===== config.mk =====
export PLATFORM = sky130hd
export DESIGN_NAME = mulseq_ctrl
export DESIGN_NICKNAME = d
export VERILOG_FILES = /design/src/rtl/mulseq_pkg.sv /design/src/rtl/mulseq_zdet.sv /design/src/rtl/mulseq_next.sv /design/src/rtl/mulseq_cword.sv /design/src/rtl/mulseq_ctrl.sv
export SDC_FILE = /design/constraint.sdc
export NUM_CORES = 1
export LEC_CHECK = 0
export BUFFER_PORTS_ARGS = -buffer_cell sky130_fd_sc_hd__buf_2
export CAP_MARGIN = 40
export CORE_MARGIN = 3
export CORE_UTILIZATION = 39
export CTS_CLUSTER_DIAMETER = 80
export DETAILED_ROUTE_END_ITERATION = 8
export HOLD_SLACK_MARGIN = 0.02
export PLACE_DENSITY = 0.76
export SLEW_MARGIN = 20
export SYNTH_ARGS = -nofsm -noshare
export SYNTH_HDL_FRONTEND = slang
export SYNTH_HIERARCHICAL = 1
export SYNTH_SLANG_ARGS = --single-unit

===== constraint.sdc =====
create_clock -name clk -period 1.75 [get_ports clk]
set_input_delay 0.35 -clock clk [delete_from_list [all_inputs] [get_ports clk]]
set_output_delay 0.35 -clock clk [all_outputs]
set_load 0.005 [all_outputs]

===== src/rtl/mulseq_pkg.sv =====
package mulseq_pkg;
  localparam int RSEL_W = 3;
  localparam int FN_W   = 3;

  localparam logic [RSEL_W-1:0] RG_BASE = 3'd0;
  localparam logic [RSEL_W-1:0] RG_MCND = 3'd1;
  localparam logic [RSEL_W-1:0] RG_MPLR = 3'd2;
  localparam logic [RSEL_W-1:0] RG_PROD = 3'd3;
  localparam logic [RSEL_W-1:0] RG_BIT  = 3'd4;

  typedef enum logic [3:0] {
    ST_IDLE = 4'd0,
    ST_CLRB = 4'd1,
    ST_LDA  = 4'd2,
    ST_LDB  = 4'd3,
    ST_CLRP = 4'd4,
    ST_BIT  = 4'd5,
    ST_SHB  = 4'd6,
    ST_ADD  = 4'd7,
    ST_SHA  = 4'd8,
    ST_STO  = 4'd9
  } mstate_e;

  typedef enum logic [FN_W-1:0] {
    FN_ADD = 3'd0,
    FN_SUB = 3'd1,
    FN_AND = 3'd2,
    FN_SHR = 3'd3,
    FN_SHL = 3'd4
  } alu_fn_e;

  typedef struct packed {
    logic [RSEL_W-1:0] dst;
    logic [RSEL_W-1:0] srca;
    logic [RSEL_W-1:0] srcb;
    logic              use_imm;
    alu_fn_e           fn;
    logic              mem_to_reg;
    logic              reg_we;
    logic              mem_we;
    logic [1:0]        imm_code;
  } cword_t;
endpackage


===== src/rtl/mulseq_zdet.sv =====
module mulseq_zdet #(
  parameter int W = 8
) (
  input  logic [W-1:0] val,
  output logic         is_zero
);
  assign is_zero = ~|val;
endmodule


===== src/rtl/mulseq_next.sv =====
module mulseq_next
  import mulseq_pkg::*;
(
  input  mstate_e cur,
  input  logic    start,
  input  logic    bit_zero,
  input  logic    mplr_zero,
  output mstate_e nxt
);
  always_comb begin
    nxt = ST_IDLE;
    unique case (cur)
      ST_IDLE: nxt = start ? ST_CLRB : ST_IDLE;
      ST_CLRB: nxt = ST_LDA;
      ST_LDA:  nxt = ST_LDB;
      ST_LDB:  nxt = ST_CLRP;
      ST_CLRP: nxt = ST_BIT;
      ST_BIT:  nxt = ST_SHB;
      ST_SHB:  nxt = bit_zero ? ST_SHA : ST_ADD;
      ST_ADD:  nxt = ST_SHA;
      ST_SHA:  nxt = mplr_zero ? ST_STO : ST_BIT;
      ST_STO:  nxt = ST_IDLE;
      default: nxt = ST_IDLE;
    endcase
  end
endmodule


===== src/rtl/mulseq_cword.sv =====
module mulseq_cword
  import mulseq_pkg::*;
(
  input  mstate_e cur,
  output cword_t  cw
);
  always_comb begin
    cw = '0;
    unique case (cur)
      ST_CLRB: begin
        cw.dst = RG_BASE; cw.srca = RG_BASE; cw.srcb = RG_BASE;
        cw.fn = FN_SUB; cw.reg_we = 1'b1;
      end
      ST_LDA: begin
        cw.dst = RG_MCND; cw.srca = RG_BASE; cw.use_imm = 1'b1;
        cw.imm_code = 2'd0; cw.fn = FN_ADD; cw.mem_to_reg = 1'b1; cw.reg_we = 1'b1;
      end
      ST_LDB: begin
        cw.dst = RG_MPLR; cw.srca = RG_BASE; cw.use_imm = 1'b1;
        cw.imm_code = 2'd1; cw.fn = FN_ADD; cw.mem_to_reg = 1'b1; cw.reg_we = 1'b1;
      end
      ST_CLRP: begin
        cw.dst = RG_PROD; cw.srca = RG_PROD; cw.srcb = RG_PROD;
        cw.fn = FN_SUB; cw.reg_we = 1'b1;
      end
      ST_BIT: begin
        cw.dst = RG_BIT; cw.srca = RG_MPLR; cw.use_imm = 1'b1;
        cw.imm_code = 2'd1; cw.fn = FN_AND; cw.reg_we = 1'b1;
      end
      ST_SHB: begin
        cw.dst = RG_MPLR; cw.srca = RG_MPLR; cw.fn = FN_SHR; cw.reg_we = 1'b1;
      end
      ST_ADD: begin
        cw.dst = RG_PROD; cw.srca = RG_PROD; cw.srcb = RG_MCND;
        cw.fn = FN_ADD; cw.reg_we = 1'b1;
      end
      ST_SHA: begin
        cw.dst = RG_MCND; cw.srca = RG_MCND; cw.fn = FN_SHL; cw.reg_we = 1'b1;
      end
      ST_STO: begin
        cw.srca = RG_BASE; cw.srcb = RG_PROD; cw.use_imm = 1'b1;
        cw.imm_code = 2'd2; cw.fn = FN_ADD; cw.mem_we = 1'b1;
      end
      default: cw = '0;
    endcase
  end
endmodule


===== src/rtl/mulseq_ctrl.sv =====
module mulseq_ctrl
  import mulseq_pkg::*;
#(
  parameter int DATA_W = 8,
  parameter int IMM_W  = 8
) (
  input  logic              clk,
  input  logic              rst_n,
  input  logic              start,
  input  logic [DATA_W-1:0] bit_reg,
  input  logic [DATA_W-1:0] mplier_reg,
  output logic [2:0]        dst_sel,
  output logic [2:0]        srca_sel,
  output logic [2:0]        srcb_sel,
  output logic              use_imm,
  output logic [IMM_W-1:0]  imm_val,
  output logic [2:0]        alu_fn,
  output logic              mem_to_reg,
  output logic              reg_we,
  output logic              mem_we,
  output logic              done
);
  localparam int NWATCH  = 2;
  localparam int IMM_PAD = IMM_W - 2;

  logic [NWATCH-1:0][DATA_W-1:0] watch;
  logic [NWATCH-1:0]             zflag;
  mstate_e                       state_q, state_d;
  cword_t                        cw;

  assign watch[0] = bit_reg;
  assign watch[1] = mplier_reg;

  for (genvar g = 0; g < NWATCH; g++) begin : g_zdet
    mulseq_zdet #(.W(DATA_W)) u_zdet (
      .val     (watch[g]),
      .is_zero (zflag[g])
    );
  end

  mulseq_next u_next (
    .cur       (state_q),
    .start     (start),
    .bit_zero  (zflag[0]),
    .mplr_zero (zflag[1]),
    .nxt       (state_d)
  );

  mulseq_cword u_cword (
    .cur (state_q),
    .cw  (cw)
  );

  always_ff @(posedge clk) begin
    if (!rst_n) begin
      state_q <= ST_IDLE;
      done    <= 1'b0;
    end else begin
      state_q <= state_d;
      done    <= (state_q == ST_STO);
    end
  end

  assign dst_sel    = cw.dst;
  assign srca_sel   = cw.srca;
  assign srcb_sel   = cw.srcb;
  assign use_imm    = cw.use_imm;
  assign imm_val    = {{IMM_PAD{1'b0}}, cw.imm_code};
  assign alu_fn     = cw.fn;
  assign mem_to_reg = cw.mem_to_reg;
  assign reg_we     = cw.reg_we;
  assign mem_we     = cw.mem_we;
endmodule


==> flow_summary.json, run 1 <==
{
  "status": "completed",
  "cts_tree": "done",
  "drt_wl_total_um": 1430,
  "multiInputGateArea_sq_um": 427,
  "cp-end-kind": "output pin",
  "finalCritPeriodShare": 0.975,
  "io_buffers": 35,
  "regArea_sq_um": 110,
  "final_nets": 138,
  "grt_pass1_wl_um": 2100,
  "fillers": 131,
  "numCtsBuffers": 3,
  "die-area_sq_um": 2090,
  "grt_antenna_before_repair": 0,
  "cts-root-buf": "clkbuf_4",
  "max_freq_ghz": 0.586,
  "dp.cells": 127,
  "power.leakage_uw": 0.000440,
  "yosysSeqAreaShare": 0.163,
  "num_antenna_cells": 0,
  "syn_area_sq_um": 614,
  "grt_pass1_vias": 523,
  "required_ps": 1400,
  "hold_buffers": 0,
  "critPathKind": "reg2out",
  "cp.arrival_ps": 1360,
  "fin_util": 0.602,
  "max_cap_viol_count": 0,
  "fin_setup_tns_ps": 0,
  "clock-sinks": 5,
  "drive_above_1_share": 0.525,
  "skew_ps": 0.230,
  "initial_utilization": 0.444,
  "rsz0062_at_grt": "yes",
  "die_y_um": 45.7,
  "drtAntennaViolNets": 0,
  "drc": 0,
  "cp-start-kind": "register",
  "period_needed_ps": 1710,
  "report.final.slew_viol_count": 0,
  "place_congestion": 0.779,
  "fin_cells": 133,
  "die_x_um": 45.7,
  "hold_violations": 0,
  "grtUsageTotal": 0.140,
  "num_vias": 662,
  "dr.pass1.iters": 4,
  "grt_max_degree": 15,
  "clock_path_buffers": 2,
  "detail_route.vias_per_cell": 4.98,
  "synth_warnings": 6,
  "rows": 13,
  "h-tree-depth": 1,
  "drt_iter0_drc": 15,
  "area_growth_pct": 35.4,
  "syn_inst": 80,
  "path_max_fanout": 11,
  "ys_ff_latch": 5,
  "finalSetupViolCount": 0,
  "hold_path.class": "in2reg",
  "power_uw": 490,
  "grt_overflow_total": 0,
  "boundaryPins": 44,
  "place_hpwl_um": 1110,
  "core_area_sq_um": 1380,
  "clk_pin_slew_worst_paths_ps": 40,
  "syn_avg_cell_area_sq_um": 7.68,
  "powerDensity_nw_per_um2": 589,
  "ys_types": 32,
  "clock_latency_ps": 240,
  "ir_worst_vdd_v": 0.000391,
  "wire_per_inst_um": 10.8
}
final cells by class:
type,instances,share of cell area
Clock buffer,4,0.0316
Inverter,4,0.0180
Multi-Input combinational cell,63,0.513
Sequential cell,5,0.132
Tap cell,15,0.0226
Timing Repair Buffer,42,0.283
critical path: stages, from the launching register on:
cell      delay, ps
dfxtp_4         370
or4b_4          530
o211ai_2         80
buf_2           130
what timing repair did:
action,in CTS,in global routing
buffers inserted,0,2
endpoints found under the setup margin,5,4
pin swaps,0,4
resized for setup,8,4
kinds of logic after synthesis:
| family | count (synthesis) | share of synthesized area |
|---|---|---|
| buf+inv | 18 | 0.198 |
| compound gates | 16 | 0.165 |
| simple gates | 35 | 0.403 |
| mux | 1 | 0.0163 |
| other cells | 2 | 0.0122 |
| flops | 5 | 0.163 |
| xor+xnor | 3 | 0.0428 |
power by group:
group          internal, uW  switching (uW)  total (uW)
Combinational           118            96.2         215
Sequential              123            20.5         144
Clock                  86.1            45.7         132
per-layer routing:
layer / track usage / routed length, um / part of all wire / up-vias
li1: - / - / - / 339
met1: 0.146 / 573 / 0.40 / 290
met2: 0.245 / 704 / 0.49 / 33
met3: 0.0711 / 156 / 0.11 / 0
met4: 0.0341 / 0 / 0 / 0
met5: 0 / 0 / 0 / -
registers in the layout, summed over array words and instances, names as in the netlist:
register / cells
done: 1
state_q: 4
path summary, 6_finish.rpt:
check / cells past startpoint / endpoint / slack [ps] / from
worst max-delay path: 3 / dst_sel[0] / 40 / state_q[2]
worst min-delay path: 2 / state_q[2] / 390 / rst_n
worst max register to register: 4 / state_q[0] / 490 / state_q[3]
worst min register to register: 2 / done / 680 / state_q[2]
cell usage after synthesis:
cell type | instances | area [sq um]
or4b_1 | 1 | 10.0
buf_6 | 1 | 11.3
nor3b_2 | 2 | 25.0
nor3b_1 | 1 | 7.51
and2b_2 | 1 | 8.76
dfxtp_1 | 5 | 100
a21o_2 | 1 | 8.76
nand2_1 | 3 | 11.3
xnor2_1 | 2 | 17.5
nor2_1 | 6 | 22.5
a21oi_1 | 8 | 40.0
conb_1 | 2 | 7.51
and2_2 | 4 | 30.0
and3b_1 | 1 | 8.76
o22ai_1 | 2 | 12.5
inv_1 | 4 | 15.0
clkbuf_2 | 1 | 5.00
nand4bb_1 | 1 | 11.3
o221ai_1 | 1 | 8.76
or3b_1 | 2 | 17.5
mux2i_1 | 1 | 10.0
o211ai_2 | 1 | 12.5
o41ai_1 | 1 | 8.76
nor2b_1 | 1 | 6.26
nand3b_1 | 2 | 15.0
buf_4 | 12 | 90.1
nand2b_1 | 4 | 25.0
o21ai_0 | 2 | 10.0
xor2_1 | 1 | 8.76
or4b_4 | 1 | 13.8
nor3_1 | 1 | 5.00
or4_1 | 4 | 30.0
through the flow:
step | area (sq um) | hold WS (ps) | setup WS [ps]
after floorplan | 637 | 486 | 157
after global placement | 762 | 618 | 25.1
after detailed placement | 762 | 623 | 9.46
after CTS | 803 | 368 | 0.261
after global routing | 832 | 374 | -34.8
final | 832 | 388 | 43.2
layout by cell type (no fill, tap or decap), types with 3 or more instances in the layout:
master    count
conb_1        8
nor2_1        6
buf_4         5
buf_2        35
nand2_1       3
and2_2        4
or4_1         4
inv_1         4
a21oi_1       6
nand2b_1      4
clkbuf_4      3
(Power assumes the default switching activity.)
==> run 2: changes to the inputs <==
- BUFFER_PORTS_ARGS: -buffer_cell sky130_fd_sc_hd__buf_2 -> -buffer_cell sky130_fd_sc_hd__buf_4
- CTS_BUF_LIST: not set -> sky130_fd_sc_hd__clkbuf_16
==> flow_summary.json, run 2 (synthesis results as in run 1) <==
{
  "status": "completed",
  "largest_reg_flops": 4,
  "critical-path-max-stage-delay_ps": 560,
  "clock-sinks": 5,
  "clock_latency_ps": 230,
  "final_nets": 139,
  "crit_buf_inv": 1,
  "slowest_stage": "or4b_4",
  "ir_worst_vdd_v": 0.000528,
  "dp_worst_setup_slack_ps": -26.2,
  "clock_path_buffers": 2,
  "grt_max_degree": 14,
  "drc": 0,
  "grtUsageTotal": 0.164,
  "area_growth_pct": 57.0,
  "crit_chain": "or4b_4 -> o211ai_2 -> buf_4",
  "period_needed_ps": 1700,
  "max_cap_viol_count": 0,
  "cp-start-kind": "register",
  "die_y_um": 45.7,
  "cp-end-kind": "output pin",
  "largest_register": "state_q",
  "finalSetupViolCount": 0,
  "grt_antenna_before_repair": 0,
  "max_freq_ghz": 0.587,
  "dr.pass1.iters": 4,
  "power.leakage_uw": 0.000487,
  "intPower_uw": 568,
  "clk_pin_slew_worst_paths_ps": 30,
  "p_comb_frac": 0.327,
  "worst_slack_ps": 45.6,
  "cp.arrival_ps": 1350,
  "numCtsBuffers": 3,
  "boundaryPins": 44,
  "cp_top_family": "simple AND/OR/NAND/NOR gates",
  "core_area_sq_um": 1380,
  "num_vias": 677,
  "skew_ps": 3.64,
  "die-area_sq_um": 2090,
  "die_x_um": 45.7,
  "detail_route.vias_per_cell": 5.05,
  "drt_wl_total_um": 1560,
  "report.final.slew_viol_count": 0,
  "drive_above_1_share": 0.513,
  "finalCritPeriodShare": 0.974,
  "swShare": 0.249,
  "place_hpwl_um": 1230,
  "hold_path.class": "in2reg",
  "final_cell_mix": "buf_4, conb_1, a21oi_1",
  "grt_pass1_vias": 602,
  "place_congestion": 0.716,
  "hold_violations": 0,
  "reg_top3": "state_q (4), done (1)",
  "whs_ps": 376,
  "clkPwrFrac": 0.483,
  "path_max_fanout": 7,
  "hold_buffers": 0,
  "switching_power_uw": 189,
  "num_antenna_cells": 0,
  "grt_pass1_wl_um": 2490,
  "grt_overflow_total": 0,
  "initial_utilization": 0.444,
  "required_ps": 1400,
  "pwr-share-seq": 0.190,
  "wire_per_inst_um": 11.7,
  "critPathKind": "reg2out",
  "rows": 13,
  "h-tree-depth": 1,
  "drtAntennaViolNets": 0,
  "cts_tree": "done",
  "final_common_cell": "buf_4",
  "fin_util": 0.698,
  "powerDensity_nw_per_um2": 784,
  "drt_iter0_drc": 7,
  "io_buffers": 35,
  "cts-root-buf": "clkbuf_16"
}
[run 2: final cells by class]
class | count | area [sq um]
multi-input cells | 63 | 419
clock inverters | 1 | 3.75
repair buffers | 43 | 323
well taps | 15 | 18.8
fillers | 122 | 418
clock buffers | 3 | 75.1
flip-flops and latches | 5 | 110
inverters | 4 | 15.0
[run 2: timing repair]
action	CTS	global route
endpoints found under the hold margin	0	0
gates cloned	0	0
pin swaps	0	1
setup buffers	0	2
endpoints found under the setup margin	5	3
resized for setup	5	2
[run 2: worst paths after layout]
path	slack [ps]	startpoint	to	cells past startpoint
hold / removal	380	rst_n	state_q[0]	2
hold reg to reg	720	state_q[3]	done	2
setup reg to reg	350	state_q[2]	state_q[0]	5
setup / recovery	50	state_q[1]	dst_sel[0]	3
[run 2: per-stage QoR]
stage / instance area (sq um) / instances / total power, uW / TNS [ps]
after floorplan: 637 / 86 / 288 / 0
after global placement: 857 / 128 / 375 / 0
after detailed placement: 857 / 128 / 383 / -26.2
after CTS: 946 / 132 / 757 / 0
after global routing: 965 / 134 / 809 / -0.314
final: 965 / 134 / 756 / 0
[run 2: per-layer routing]
layer | global-route usage | routed length (um) | vias up
met4 | 0.0341 | 0 | 0
met1 | 0.169 | 573 | 308
met3 | 0.0632 | 154 | 0
met5 | 0 | 0 | -
met2 | 0.309 | 837 | 30
li1 | - | - | 339
[run 2: power groups by stage]
stage | combinational [uW] | clock (uW) | sequential, uW
finish | 247 | 366 | 144
global route | 275 | 387 | 147
CTS | 238 | 373 | 146
detailed placement | 237 | 0 | 146
global placement | 230 | 0 | 145
floorplan | 150 | 0 | 139
==> run 3: changes to the inputs <==
- REMOVE_ABC_BUFFERS: not set -> 1
==> flow_summary.json, run 3 (synthesis results as in run 1) <==
{
  "status": "completed",
  "finalCritPeriodShare": 0.970,
  "boundaryPins": 44,
  "path_max_fanout": 5,
  "cp-end-kind": "output pin",
  "intPower_uw": 566,
  "design_area_sq_um": 953,
  "rsz0062_at_grt": "no",
  "report.final.slew_viol_count": 0,
  "regArea_sq_um": 104,
  "finalSetupViolCount": 0,
  "die-area_sq_um": 2090,
  "drc": 0,
  "swShare": 0.254,
  "rows": 13,
  "area_growth_pct": 55.2,
  "clock_latency_ps": 230,
  "cp.arrival_ps": 1350,
  "cp-start-kind": "register",
  "drt_wl_total_um": 1570,
  "place_congestion": 0.805,
  "required_ps": 1400,
  "switching_power_uw": 193,
  "p_comb_frac": 0.328,
  "numCtsBuffers": 3,
  "pwr-share-seq": 0.187,
  "final_common_cell": "buf_4",
  "postCtsSetupBuffers": 0,
  "initial_utilization": 0.444,
  "largest_register": "state_q",
  "critPathKind": "reg2out",
  "grt_max_degree": 17,
  "power.leakage_uw": 0.000476,
  "num_antenna_cells": 0,
  "clk_pin_slew_worst_paths_ps": 30,
  "power_uw": 759,
  "grt_overflow_total": 0,
  "dr.pass1.iters": 4,
  "h-tree-depth": 1,
  "final_nets": 137,
  "drive_above_1_share": 0.513,
  "max_cap_viol_count": 0,
  "largest_reg_flops": 4,
  "clock-sinks": 5,
  "clock_path_buffers": 2,
  "die_y_um": 45.7,
  "multiInputGateArea_sq_um": 425,
  "drt_iter0_drc": 4,
  "fillers": 112,
  "final_cell_mix": "buf_4, conb_1, a21oi_1",
  "max_freq_ghz": 0.589,
  "cts_tree": "done",
  "grt_pass1_vias": 638,
  "period_needed_ps": 1700,
  "fin_util": 0.690,
  "clkPwrFrac": 0.485,
  "ir_worst_vdd_v": 0.000319,
  "drtAntennaViolNets": 0,
  "core_area_sq_um": 1380,
  "hold_path.class": "in2reg",
  "cts-root-buf": "clkbuf_16",
  "io_buffers": 35,
  "grt_pass1_wl_um": 2590,
  "grtUsageTotal": 0.166,
  "grt_antenna_before_repair": 0,
  "hold_violations": 0,
  "skew_ps": 0.766,
  "detail_route.vias_per_cell": 5.05,
  "num_vias": 667,
  "die_x_um": 45.7,
  "wire_per_inst_um": 11.9,
  "placed_area_sq_um": 857,
  "reg_top3": "state_q (4), done (1)",
  "powerDensity_nw_per_um2": 796,
  "place_hpwl_um": 1230
}
[run 3: changes by cell type in the layout (fill, tap and decap cells not counted), sizes merged]
| cell | previous run | this run |
|---|---|---|
| buf | 43 | 41 |
[run 3: repair_timing]
item / CTS / global route
pin swaps: 0 / 2
hold buffers: 0 / 0
gates cloned: 0 / 0
resized for setup: 2 / 5
endpoints found under the setup margin: 3 / 6
[run 3: final timing paths]
path / start / to / slack [ps] / depth (start not counted)
worst max register to register: state_q[3] / state_q[2] / 450 / 5
worst min register to register: state_q[2] / done / 670 / 2
worst max-delay path: state_q[2] / srca_sel[0] / 50 / 3
worst min-delay path: rst_n / state_q[3] / 370 / 2
[run 3: routing by layer]
layer / share of wire / up-vias / GRT usage
li1: - / 335 / -
met1: 0.37 / 292 / 0.177
met2: 0.51 / 36 / 0.309
met3: 0.092 / 4 / 0.0237
met4: 0.020 / 0 / 0.0852
met5: 0 / - / 0
[run 3: critical path: stages, from the launching register on]
cell and delay [ps]:
dfxtp_2 340, or4b_4 560, o21ai_0 90, buf_4 130
[run 3: power groups by stage]
stage / Combinational [uW] / Clock [uW] / Sequential [uW]
after global placement: 238 / 0 / 139
final: 249 / 368 / 142
after CTS: 246 / 370 / 140
after floorplan: 105 / 0 / 154
after detailed placement: 244 / 0 / 139
after global routing: 278 / 386 / 144
[run 3: final cells by class]
type,instances,area share
clock buffers,3,0.0787
clock inverters,1,0.00394
inverters,4,0.0157
multi-input cells,63,0.446
flip-flops and latches,5,0.109
well taps,15,0.0197
repair buffers,41,0.327
[run 3: metrics by stage]
stage / setup WS [ps] / cells / TNS (ps) / hold slack (ps)
floorplan: 131 / 72 / 0 / 486
global placement: 12.9 / 128 / 0 / 601
detailed placement: -36.1 / 128 / -36.1 / 603
CTS: 1.48 / 132 / 0 / 372
global route: 4.94 / 132 / 0 / 375
finish: 51.7 / 132 / 0 / 369
